**src/rtl/shadow_dec_pkg.sv**
```systemverilog
package shadow_dec_pkg;

  typedef enum logic [1:0] {
    WR_BUS  = 2'b00,
    WR_DRAM = 2'b01,
    WR_DROP = 2'b10
  } wr_tgt_e;

  typedef struct packed {
    logic    rd_dram;
    wr_tgt_e wr;
  } region_attr_t;

  localparam region_attr_t ATTR_OPEN = '{rd_dram: 1'b0, wr: WR_BUS};

  // Priority: master+enable, then write-internal, then open bus
  function automatic region_attr_t resolve_block(input logic master, input logic en,
                                                 input logic wp, input logic wint);
    region_attr_t a;
    if (master && en) begin
      a.rd_dram = 1'b1;
      a.wr      = wp ? WR_DROP : WR_DRAM;
    end else if (wint) begin
      a.rd_dram = 1'b0;
      a.wr      = WR_DRAM;
    end else begin
      a = ATTR_OPEN;
    end
    return a;
  endfunction

  function automatic region_attr_t resolve_top(input logic bus_read_mode);
    region_attr_t a;
    a.rd_dram = ~bus_read_mode;
    a.wr      = bus_read_mode ? WR_DRAM : WR_DROP;
    return a;
  endfunction

  function automatic logic touches_dram(input region_attr_t a);
    return a.rd_dram || (a.wr == WR_DRAM);
  endfunction

endpackage

```
**src/rtl/shadow_blk_resolve.sv**
```systemverilog
module shadow_blk_resolve
  import shadow_dec_pkg::*;
(
  input  logic         master,
  input  logic         en,
  input  logic         wp,
  input  logic         wint,
  output region_attr_t attr
);
  assign attr = resolve_block(master, en, wp, wint);
endmodule

```
**src/rtl/shadow_group.sv**
```systemverilog
module shadow_group
  import shadow_dec_pkg::*;
#(
  parameter int NBLK = 4
) (
  input  logic                    master,
  input  logic                    wp,
  input  logic                    wint,
  input  logic [NBLK-1:0]         en,
  output region_attr_t [NBLK-1:0] attrs
);
  for (genvar i = 0; i < NBLK; i++) begin : g_blk
    shadow_blk_resolve u_res (
      .master (master),
      .en     (en[i]),
      .wp     (wp),
      .wint   (wint),
      .attr   (attrs[i])
    );
  end
endmodule

```
**src/rtl/shadow_remap.sv**
```systemverilog
module shadow_remap #(
  parameter int MEM_KB_W     = 16,
  parameter int MEM_LIMIT_KB = 8192,
  parameter int START_W      = 14
) (
  input  logic [7:0]          cfg_remap,
  input  logic [MEM_KB_W-1:0] mem_size_kb,
  input  logic                any_low_shadow,
  output logic                remap_en,
  output logic [START_W-1:0]  remap_start_kb
);
  logic mem_small;
  logic start_nz;

  assign mem_small = (mem_size_kb <= MEM_KB_W'(MEM_LIMIT_KB));
  assign start_nz  = |cfg_remap[3:0];
  assign remap_en  = mem_small && !any_low_shadow && start_nz && cfg_remap[4];
  assign remap_start_kb = remap_en ? START_W'({cfg_remap[3:0], 10'b0}) : '0;
endmodule

```
**src/rtl/shadow_lookup.sv**
```systemverilog
module shadow_lookup
  import shadow_dec_pkg::*;
#(
  parameter int NBLK     = 12,
  parameter int ADDR_W   = 20,
  parameter int BLK_SH   = 14,
  parameter int BASE_IDX = 48
) (
  input  logic [ADDR_W-1:0]       addr,
  input  region_attr_t [NBLK-1:0] blk_attrs,
  input  region_attr_t            f_attr,
  output logic                    hit,
  output region_attr_t            attr
);
  localparam int IDX_W = ADDR_W - BLK_SH;
  localparam int KW    = $clog2(NBLK);

  logic [IDX_W-1:0] idx;
  logic [IDX_W-1:0] rel;
  logic [KW-1:0]    k;

  assign idx = addr[ADDR_W-1:BLK_SH];
  assign rel = idx - IDX_W'(BASE_IDX);
  assign k   = rel[KW-1:0];

  always_comb begin
    if (idx < IDX_W'(BASE_IDX)) begin
      hit  = 1'b0;
      attr = ATTR_OPEN;
    end else if (idx >= IDX_W'(BASE_IDX + NBLK)) begin
      hit  = 1'b1;
      attr = f_attr;
    end else begin
      hit  = 1'b1;
      attr = blk_attrs[k];
    end
  end
endmodule

```
**src/rtl/shadow_region_decoder.sv**
```systemverilog
module shadow_region_decoder
  import shadow_dec_pkg::*;
#(
  parameter int C_BLOCKS     = 4,
  parameter int DE_BLOCKS    = 8,
  parameter int MEM_KB_W     = 16,
  parameter int MEM_LIMIT_KB = 8192,
  parameter int ADDR_W       = 20,
  localparam int NBLK        = C_BLOCKS + DE_BLOCKS,
  localparam int MAP_W       = NBLK + 4,
  localparam int START_W     = 14
) (
  input  logic [7:0]          cfg_remap,
  input  logic [7:0]          cfg_main,
  input  logic [7:0]          cfg_de_en,
  input  logic [7:0]          cfg_c,
  input  logic [MEM_KB_W-1:0] mem_size_kb,
  input  logic [ADDR_W-1:0]   lookup_addr,
  output logic [NBLK-1:0]     blk_rd_dram,
  output logic [2*NBLK-1:0]   blk_wr,
  output logic                f_rd_dram,
  output logic [1:0]          f_wr,
  output logic [MAP_W-1:0]    shadow_map,
  output logic                remap_en,
  output logic [START_W-1:0]  remap_start_kb,
  output logic                addr_hit,
  output logic                addr_rd_dram,
  output logic [1:0]          addr_wr
);
  localparam int HALF = DE_BLOCKS / 2;

  region_attr_t [NBLK-1:0]      all_attr;
  region_attr_t [C_BLOCKS-1:0]  c_attr;
  region_attr_t [HALF-1:0]      d_attr;
  region_attr_t [HALF-1:0]      e_attr;
  region_attr_t                 f_attr;
  region_attr_t                 look_attr;
  logic                         wint;
  logic                         any_low_shadow;

  assign wint = cfg_c[6];

  shadow_group #(.NBLK(C_BLOCKS)) u_c (
    .master (cfg_c[4]), .wp (cfg_c[5]), .wint (wint),
    .en (cfg_c[C_BLOCKS-1:0]), .attrs (c_attr)
  );
  shadow_group #(.NBLK(HALF)) u_d (
    .master (cfg_main[6]), .wp (cfg_main[4]), .wint (wint),
    .en (cfg_de_en[HALF-1:0]), .attrs (d_attr)
  );
  shadow_group #(.NBLK(HALF)) u_e (
    .master (cfg_main[5]), .wp (cfg_main[3]), .wint (wint),
    .en (cfg_de_en[DE_BLOCKS-1:HALF]), .attrs (e_attr)
  );

  assign all_attr = {e_attr, d_attr, c_attr};
  assign f_attr   = resolve_top(cfg_main[7]);
  assign f_rd_dram = f_attr.rd_dram;
  assign f_wr      = f_attr.wr;

  for (genvar k = 0; k < NBLK; k++) begin : g_out
    assign blk_rd_dram[k]     = all_attr[k].rd_dram;
    assign blk_wr[2*k +: 2]   = all_attr[k].wr;
    assign shadow_map[k]      = touches_dram(all_attr[k]);
  end
  assign shadow_map[MAP_W-1:NBLK] = '1;

  assign any_low_shadow = |shadow_map[NBLK-1:0];

  shadow_remap #(
    .MEM_KB_W (MEM_KB_W), .MEM_LIMIT_KB (MEM_LIMIT_KB), .START_W (START_W)
  ) u_remap (
    .cfg_remap (cfg_remap), .mem_size_kb (mem_size_kb),
    .any_low_shadow (any_low_shadow),
    .remap_en (remap_en), .remap_start_kb (remap_start_kb)
  );

  shadow_lookup #(
    .NBLK (NBLK), .ADDR_W (ADDR_W), .BLK_SH (14), .BASE_IDX (48)
  ) u_look (
    .addr (lookup_addr), .blk_attrs (all_attr), .f_attr (f_attr),
    .hit (addr_hit), .attr (look_attr)
  );
  assign addr_rd_dram = look_attr.rd_dram;
  assign addr_wr      = look_attr.wr;
endmodule

```
**config.mk**
```make
export PLATFORM = sky130hd
export DESIGN_NAME = shadow_region_decoder
export DESIGN_NICKNAME = d
export VERILOG_FILES = /design/src/rtl/shadow_dec_pkg.sv /design/src/rtl/shadow_blk_resolve.sv /design/src/rtl/shadow_group.sv /design/src/rtl/shadow_remap.sv /design/src/rtl/shadow_lookup.sv /design/src/rtl/shadow_region_decoder.sv
export SDC_FILE = /design/constraint.sdc
export NUM_CORES = 1
export LEC_CHECK = 0
export ABC_AREA = 0
export BUFFER_PORTS_ARGS = -buffer_cell sky130_fd_sc_hd__buf_2
export CORE_UTILIZATION = 36
export DETAILED_ROUTE_END_ITERATION = 16
export PLACE_DENSITY = 0.84
export SLEW_MARGIN = 0
export SYNTH_ARGS = -nofsm -noshare
export SYNTH_HDL_FRONTEND = slang
export SYNTH_HIERARCHICAL = 1
export SYNTH_SLANG_ARGS = --single-unit
```
**constraint.sdc**
```tcl
create_clock -name vclk -period 2.4
set_input_delay 0.12 -clock vclk [all_inputs]
set_output_delay 0.12 -clock vclk [all_outputs]
set_load 0.01 [all_outputs]
```
==> results of run 1 <==
[report_power, final]
group / switching (uW) / leakage (uW) / internal, uW
Sequential: 0 / 0 / 0
Combinational: 212 / 0.00113 / 207
Clock: 0 / 0 / 0
Total: 212 / 0.00113 / 207
[worst max path at each step]
stage,end
2_1_floorplan,remap_en
3_3_place_gp,remap_en
3_5_place_dp,remap_en
4_1_cts,remap_start_kb[11]
5_1_grt,remap_start_kb[10]
6_report,remap_start_kb[11]
[cells in the final DEF (no fill, tap or decap), types with 2 or more instances in the layout]
cell       netlist  final
a21oi_1         18     13
and3_4          12     12
buf_2            0    102
or2_2            2      2
a21oi_2          2      4
nor2b_4          2      3
a21o_1           8      8
buf_6            3      3
nor2_4           1      2
a21oi_4          0      3
inv_2            0      2
nor4_2           2      2
or2_1            2      2
buf_8            0      2
a2111oi_4        1      4
and2_2          12     12
mux4_2           3      3
inv_1           11      9
nor2_1           9      9
o211ai_2         3      3
mux2i_1         12     12
buf_12           1      2
nand3_1          3      3
nand2_1          6      6
buf_4           16     33
nor2_2          12     11
conb_1           2     14
[repair_timing]
item                                    CTS  global route
pin swaps                                14             5
endpoints found under the setup margin    5             5
resized for setup                        26             7
hold buffers                              0             0
setup buffers                             4             0
[per-layer routing]
metal | vias to the layer above | wire length, microns | share of wire [%] | track usage [%]
li1 | 822 | - | - | -
met4 | 0 | 41 | 0.94 | 6.03
met2 | 51 | 2420 | 55 | 41.3
met3 | 4 | 164 | 3.7 | 1.26
met1 | 763 | 1760 | 40 | 26.9
met5 | - | 0 | 0 | 0
[per-stage QoR]
stage               util (%)  power [uW]
finish                  64.5         419
global route            64.5         453
CTS                     63.4         408
detailed placement      59.0         377
global placement        59.0         369
floorplan                  -         224
[final cells by class]
type | count | area [sq um]
Timing Repair Buffer | 142 | 862
Tap cell | 46 | 57.6
Fill cell | 318 | 1190
Inverter | 11 | 41.3
Multi-Input combinational cell | 141 | 1210
[cells by family after synthesis]
group / share of synthesized area, %
other: 0.590
muxes: 14.7
AOI/OAI and AO/OA: 25.1
and+or+nand+nor: 42.7
buffers and inverters: 16.9
==> reports/qor.csv, run 1 <==
stage,metric,value,unit
place,dp_cells,336,
grt,grt_max_degree,16,
synth,yosys-top-cells-area,"and3_4, mux2i_1, buf_4, a21oi_1, and2_2",
finish,layout-drive-gt1-share,71.4,%
finish,final_cells,340,
die,ios,142,
drt,wire_per_inst,12.9,microns
synth,netlist_top_cells_count,"a21oi_1, buf_4",
critical_path,max_stage_delay,0.52,ns
die,dieWidth,61.5,microns
timing,fin_hold_ws,0.468,ns
grt,grt_usage,22.0,%
place,hpwlAfterDp,3.57,mm
timing,drv_slew,0,
drt,vias,1640,
drt,drc,0,
drt,ant_nets,0,
drt,vias_per_cell,4.82,
synth,yosysTopAreaCell,and3_4,
synth,ys_seq_area_share,0,%
worst_hold_path,min_path_cells,2,
synth,syn_inst,160,
die,die_h,61.5,microns
worst_hold_path,hold_end,f_wr[0],
die,die_area,3780,sq um
grt,grt_pass1_wl,6.43,mm
finish,clkbuf_count,0,
finish,syn_to_final_growth,70.3,%
critical_path,cp_max_fo,10,
critical_path,crit_path_start,cfg_c[4],
timing,max_freq,415,MHz
critical_path,cp-start-kind,input pin,
run_status,violations,negative setup slack,
critical_path,crit_type,input pin to output port,
critical_path,cp.depth,13,
worst_hold_path,min_from,cfg_main[7],
critical_path,crit_path_end_kind,output port,
timing,setup_viol,2,
worst_hold_path,hold_class,input pin to output port,
timing,finalSetupTns,-0.0141,ns
timing,finalHoldViolations,0,
finish,seq_cell_count,0,
place,gp_congestion,0.936,
critical_path,cp.required,2.28,ns
place,dpl_worst_slack,-0.276,ns
synth,ys_warn_count,6,
drt,dr.pass1.iters,4,
grt,grt_antenna_before_repair,0,
critical_path,cp_slowest_cell,or4b_4,
place,dpl_cell_area,1980,sq um
pwr,ir_drop,0.111,mV
synth,yosys.area.top_type_share,10.6,%
critical_path,worstPathCellList,"buf_8, buf_4, a21oi_4, nor2_2, nor2b_1, a2111oi_4, nand4_1, or4b_4, nor4b_4, buf_4, nand2_1, nor2_1, buf_2",
grt,grt_pass1_vias,1463,
grt,grt_overflow,0,
timing,setup_ws,-0.00905,ns
run_status,status,finished with violations,
pwr,power.density,193,nW/um^2
timing,layout_min_cycle_time,2.41,ns
drt,totalWireLength,4.39,mm
synth,avgSynthCellArea,7.96,sq um
drt,drtIter0Drc,65,
finish,final_nets,364,
synth,synth.cell_area,1270,sq um
finish,regArea,0,sq um
critical_path,critPathTopFamily,simple AND/OR/NAND/NOR gates,
die,fp.coreArea,3360,sq um
synth,yosysMostFrequentCell,a21oi_1,
flow_run,drv_cap,0,
synth,ys_types,38,
timing,rsz0062_at_grt,true,
timing,fin_crit_sh,100,%
place,portBuffers,107,
critical_path,cpMostUsedCell,buf_4,
critical_path,cp_data_arrival_time,2.29,ns
critical_path,cp_num_buf_inv,4,
finish,postLayoutCellArea,2170,sq um
die,initial_utilization,37.9,%
pwr,p_leak,0.00113,uW
finish,insertedDiodeCount,0,
die,row_count,21,
Note: power is estimated with default switching activity, not from simulation.
==> run 2, diff against run 1 <==
--- a/config.mk
+++ b/config.mk
@@ -5,11 +5,12 @@
 export SDC_FILE = /design/constraint.sdc
 export NUM_CORES = 1
 export LEC_CHECK = 0
-export ABC_AREA = 0
-export BUFFER_PORTS_ARGS = -buffer_cell sky130_fd_sc_hd__buf_2
-export CORE_UTILIZATION = 36
+export ABC_AREA = 1
+export CORE_AREA = 2 2 55 57
 export DETAILED_ROUTE_END_ITERATION = 16
-export PLACE_DENSITY = 0.84
+export DIE_AREA = 0 0 57 59
+export DONT_BUFFER_PORTS = 1
+export PLACE_DENSITY = 0.74
 export SLEW_MARGIN = 0
 export SYNTH_ARGS = -nofsm -noshare
 export SYNTH_HDL_FRONTEND = slang
==> run 2 against run 1 <==
The flow now finishes without violations. Non-clock buffer count shrank 142. Combinational power decreased by 48%. Cell count down 8.2%. First-iteration DRC count is 26% lower. Via count is 8.1% lower. Synthesized cell count is 81% higher. Power decreased by 48%. Fmax grew 42%. Flip-flop and latch count stayed put. Final area is 43% lower. Setup slack better by 0.72 ns. Critical endpoint unchanged. Largest power group unchanged.
==> reports/qor.csv, run 2 <==
stage,metric,value,unit,change
flow_run,drv_cap,0,,unchanged
synth,avgSynthCellArea,4.55,sq um,-43%
finish,final_cell_mix,"nand2_1, inv_1, nand3_1, nor2_1, conb_1",,
die,initial_utilization,48.6,%,+11 points
critical_path,cp-start-kind,input pin,,
clock_tree,post_cts_resized,0,,-100%
drt,vias,1507,,-8.1%
timing,finalSetupTns,0,ns,+0.0141 ns
grt,grt_pass1_wl,5.19,mm,-19%
critical_path,crit_path_end_kind,output port,,
drt,drtIter0Drc,48,,-26%
timing,fin_crit_sh,70.5,%,-30 points
worst_hold_path,hold_class,input pin to output port,,
die,die_h,59,microns,-4.0%
pwr,power.density,176,nW/um^2,-9.0%
critical_path,cpMostUsedCell,nor2_1,,
grt,grt_max_degree,20,,+4
finish,seq_cell_count,0,,unchanged
synth,yosysMostFrequentCell,nand2_1,,
pwr,ir_drop,0.0980,mV,-12%
place,portBuffers,0,,-100%
finish,insertedDiodeCount,0,,unchanged
finish,multiInputGateArea,891,sq um,-26%
die,fp.coreArea,2710,sq um,-19%
die,die_area,3360,sq um,-11%
synth,yosys.area.top_type_share,27.4,%,+17 points
critical_path,worstPathCellList,"nand2_1, nor2_1, inv_1, a21oi_2, nand2_1, nor2_1, nand3_1, nand3b_1, nor2_1, nand2_4, nor2_2",,
place,dpl_cell_area,1240,sq um,-38%
synth,netlist_top_cells_count,"nand2_1, inv_1, nand3_1",,
run_status,status,"complete, no violations",,
drt,totalWireLength,3.47,mm,-21%
clock_tree,postCtsHoldBufs,0,,unchanged
finish,postLayoutCellArea,1240,sq um,-43%
timing,rsz0062_at_grt,false,,
grt,grt_antenna_before_repair,0,,unchanged
timing,drv_slew,0,,unchanged
drt,dr.pass1.iters,4,,unchanged
finish,fillers,329,,+3.5%
timing,setup_ws,0.708,ns,+0.717 ns
synth,synth.cell_area,1320,sq um,+3.3%
critical_path,crit_type,input pin to output port,,
die,row_count,19,,-9.5%
grt,grt_pass1_vias,1316,,-10%
finish,syn_to_final_growth,-5.89,%,
die,dieWidth,57,microns,-7.3%
clock_tree,post-cts-setup-buffer-count,0,,-4
place,dpl_worst_slack,0.679,ns,+0.955 ns
synth,ys_types,18,,-53%
drt,ant_nets,0,,unchanged
drt,vias_per_cell,4.83,,+0.14%
timing,max_freq,591,MHz,+42%
finish,regArea,0,sq um,unchanged
timing,setup_viol,0,,-2
timing,layout_min_cycle_time,1.69,ns,-0.717 ns
critical_path,cp_data_arrival_time,1.57,ns,-0.72 ns
synth,ys_warn_count,6,,unchanged
pwr,p_leak,0.000828,uW,-27%
grt,grt_overflow,0,,unchanged
critical_path,cp_num_buf_inv,1,,-3
critical_path,cp_max_fo,8,,-2
finish,clkbuf_count,0,,unchanged
synth,yosys-top-cells-area,"nand2_1, inv_1, nand3_1, buf_4, nor2_1",,
drt,drc,0,,unchanged
drt,wire_per_inst,11.1,microns,-14%
timing,finalHoldViolations,0,,unchanged
finish,layout-drive-gt1-share,7.12,%,-64 points
synth,syn_inst,289,,+81%
finish,final_nets,351,,-3.6%
critical_path,cp_slowest_cell,nor2_1,,
die,ios,142,,unchanged
grt,grt_usage,18.4,%,-3.6 points
critical_path,critPathTopFamily,simple AND/OR/NAND/NOR gates,,
critical_path,cp.required,2.28,ns,about the same
place,gp_congestion,0.766,,-18%
synth,ys_seq_area_share,0,%,unchanged
synth,yosysTopAreaCell,nand2_1,,
critical_path,max_stage_delay,0.26,ns,-0.26 ns
place,hpwlAfterDp,3.04,mm,-15%
finish,layout_commonest_cell,nand2_1,,
[run 2: changes by cell type in the layout (fill, tap and decap cells not counted), sizes merged, moves of 12 or more]
cell   delta
buf     -142
nand2    +92
inv      +70
nand3    +37
and2     -12
and3     -12
mux2i    -12
[run 2: final timing paths]
kind / startpoint / end / slack, ns / cells past startpoint
worst min-delay path: cfg_main[7] / f_wr[0] / 0.24 / 0
worst max-delay path: cfg_main[5] / remap_start_kb[11] / 0.71 / 11
[run 2: area by class of cell]
type	count	area share (%)
inverter	81	24.9
multi-input combinational	200	71.9
tap	31	3.13
[run 2: metal layers]
metal,share of wire (%),GRT usage [%]
met5,0,0
met4,0,0.664
met3,11,4.15
met2,49,37.3
met1,40,20.4
[run 2: per-stage QoR]
step / hold WS (ns) / power, uW / instances / util (%)
floorplan: 0.306 / 220 / 301 / -
global placement: 0.240 / 216 / 312 / 45.7
CTS: 0.240 / 220 / 312 / 45.7
global route: 0.240 / 246 / 312 / 45.7
finish: 0.240 / 218 / 312 / 45.7
detailed placement: 0.240 / 219 / 312 / 45.7
[run 2: cells by family after synthesis]
group	count (synthesis)	synth area share (%)
AOI/OAI and AO/OA	15	8.55
and+or+nand+nor	171	55.1
other	2	0.571
buffers and inverters	101	35.7
[run 2: where the power goes]
part | internal (uW) | switching (uW) | total [uW]
Sequential | 0 | 0 | 0
Combinational | 59.9 | 158 | 218
Clock | 0 | 0 | 0
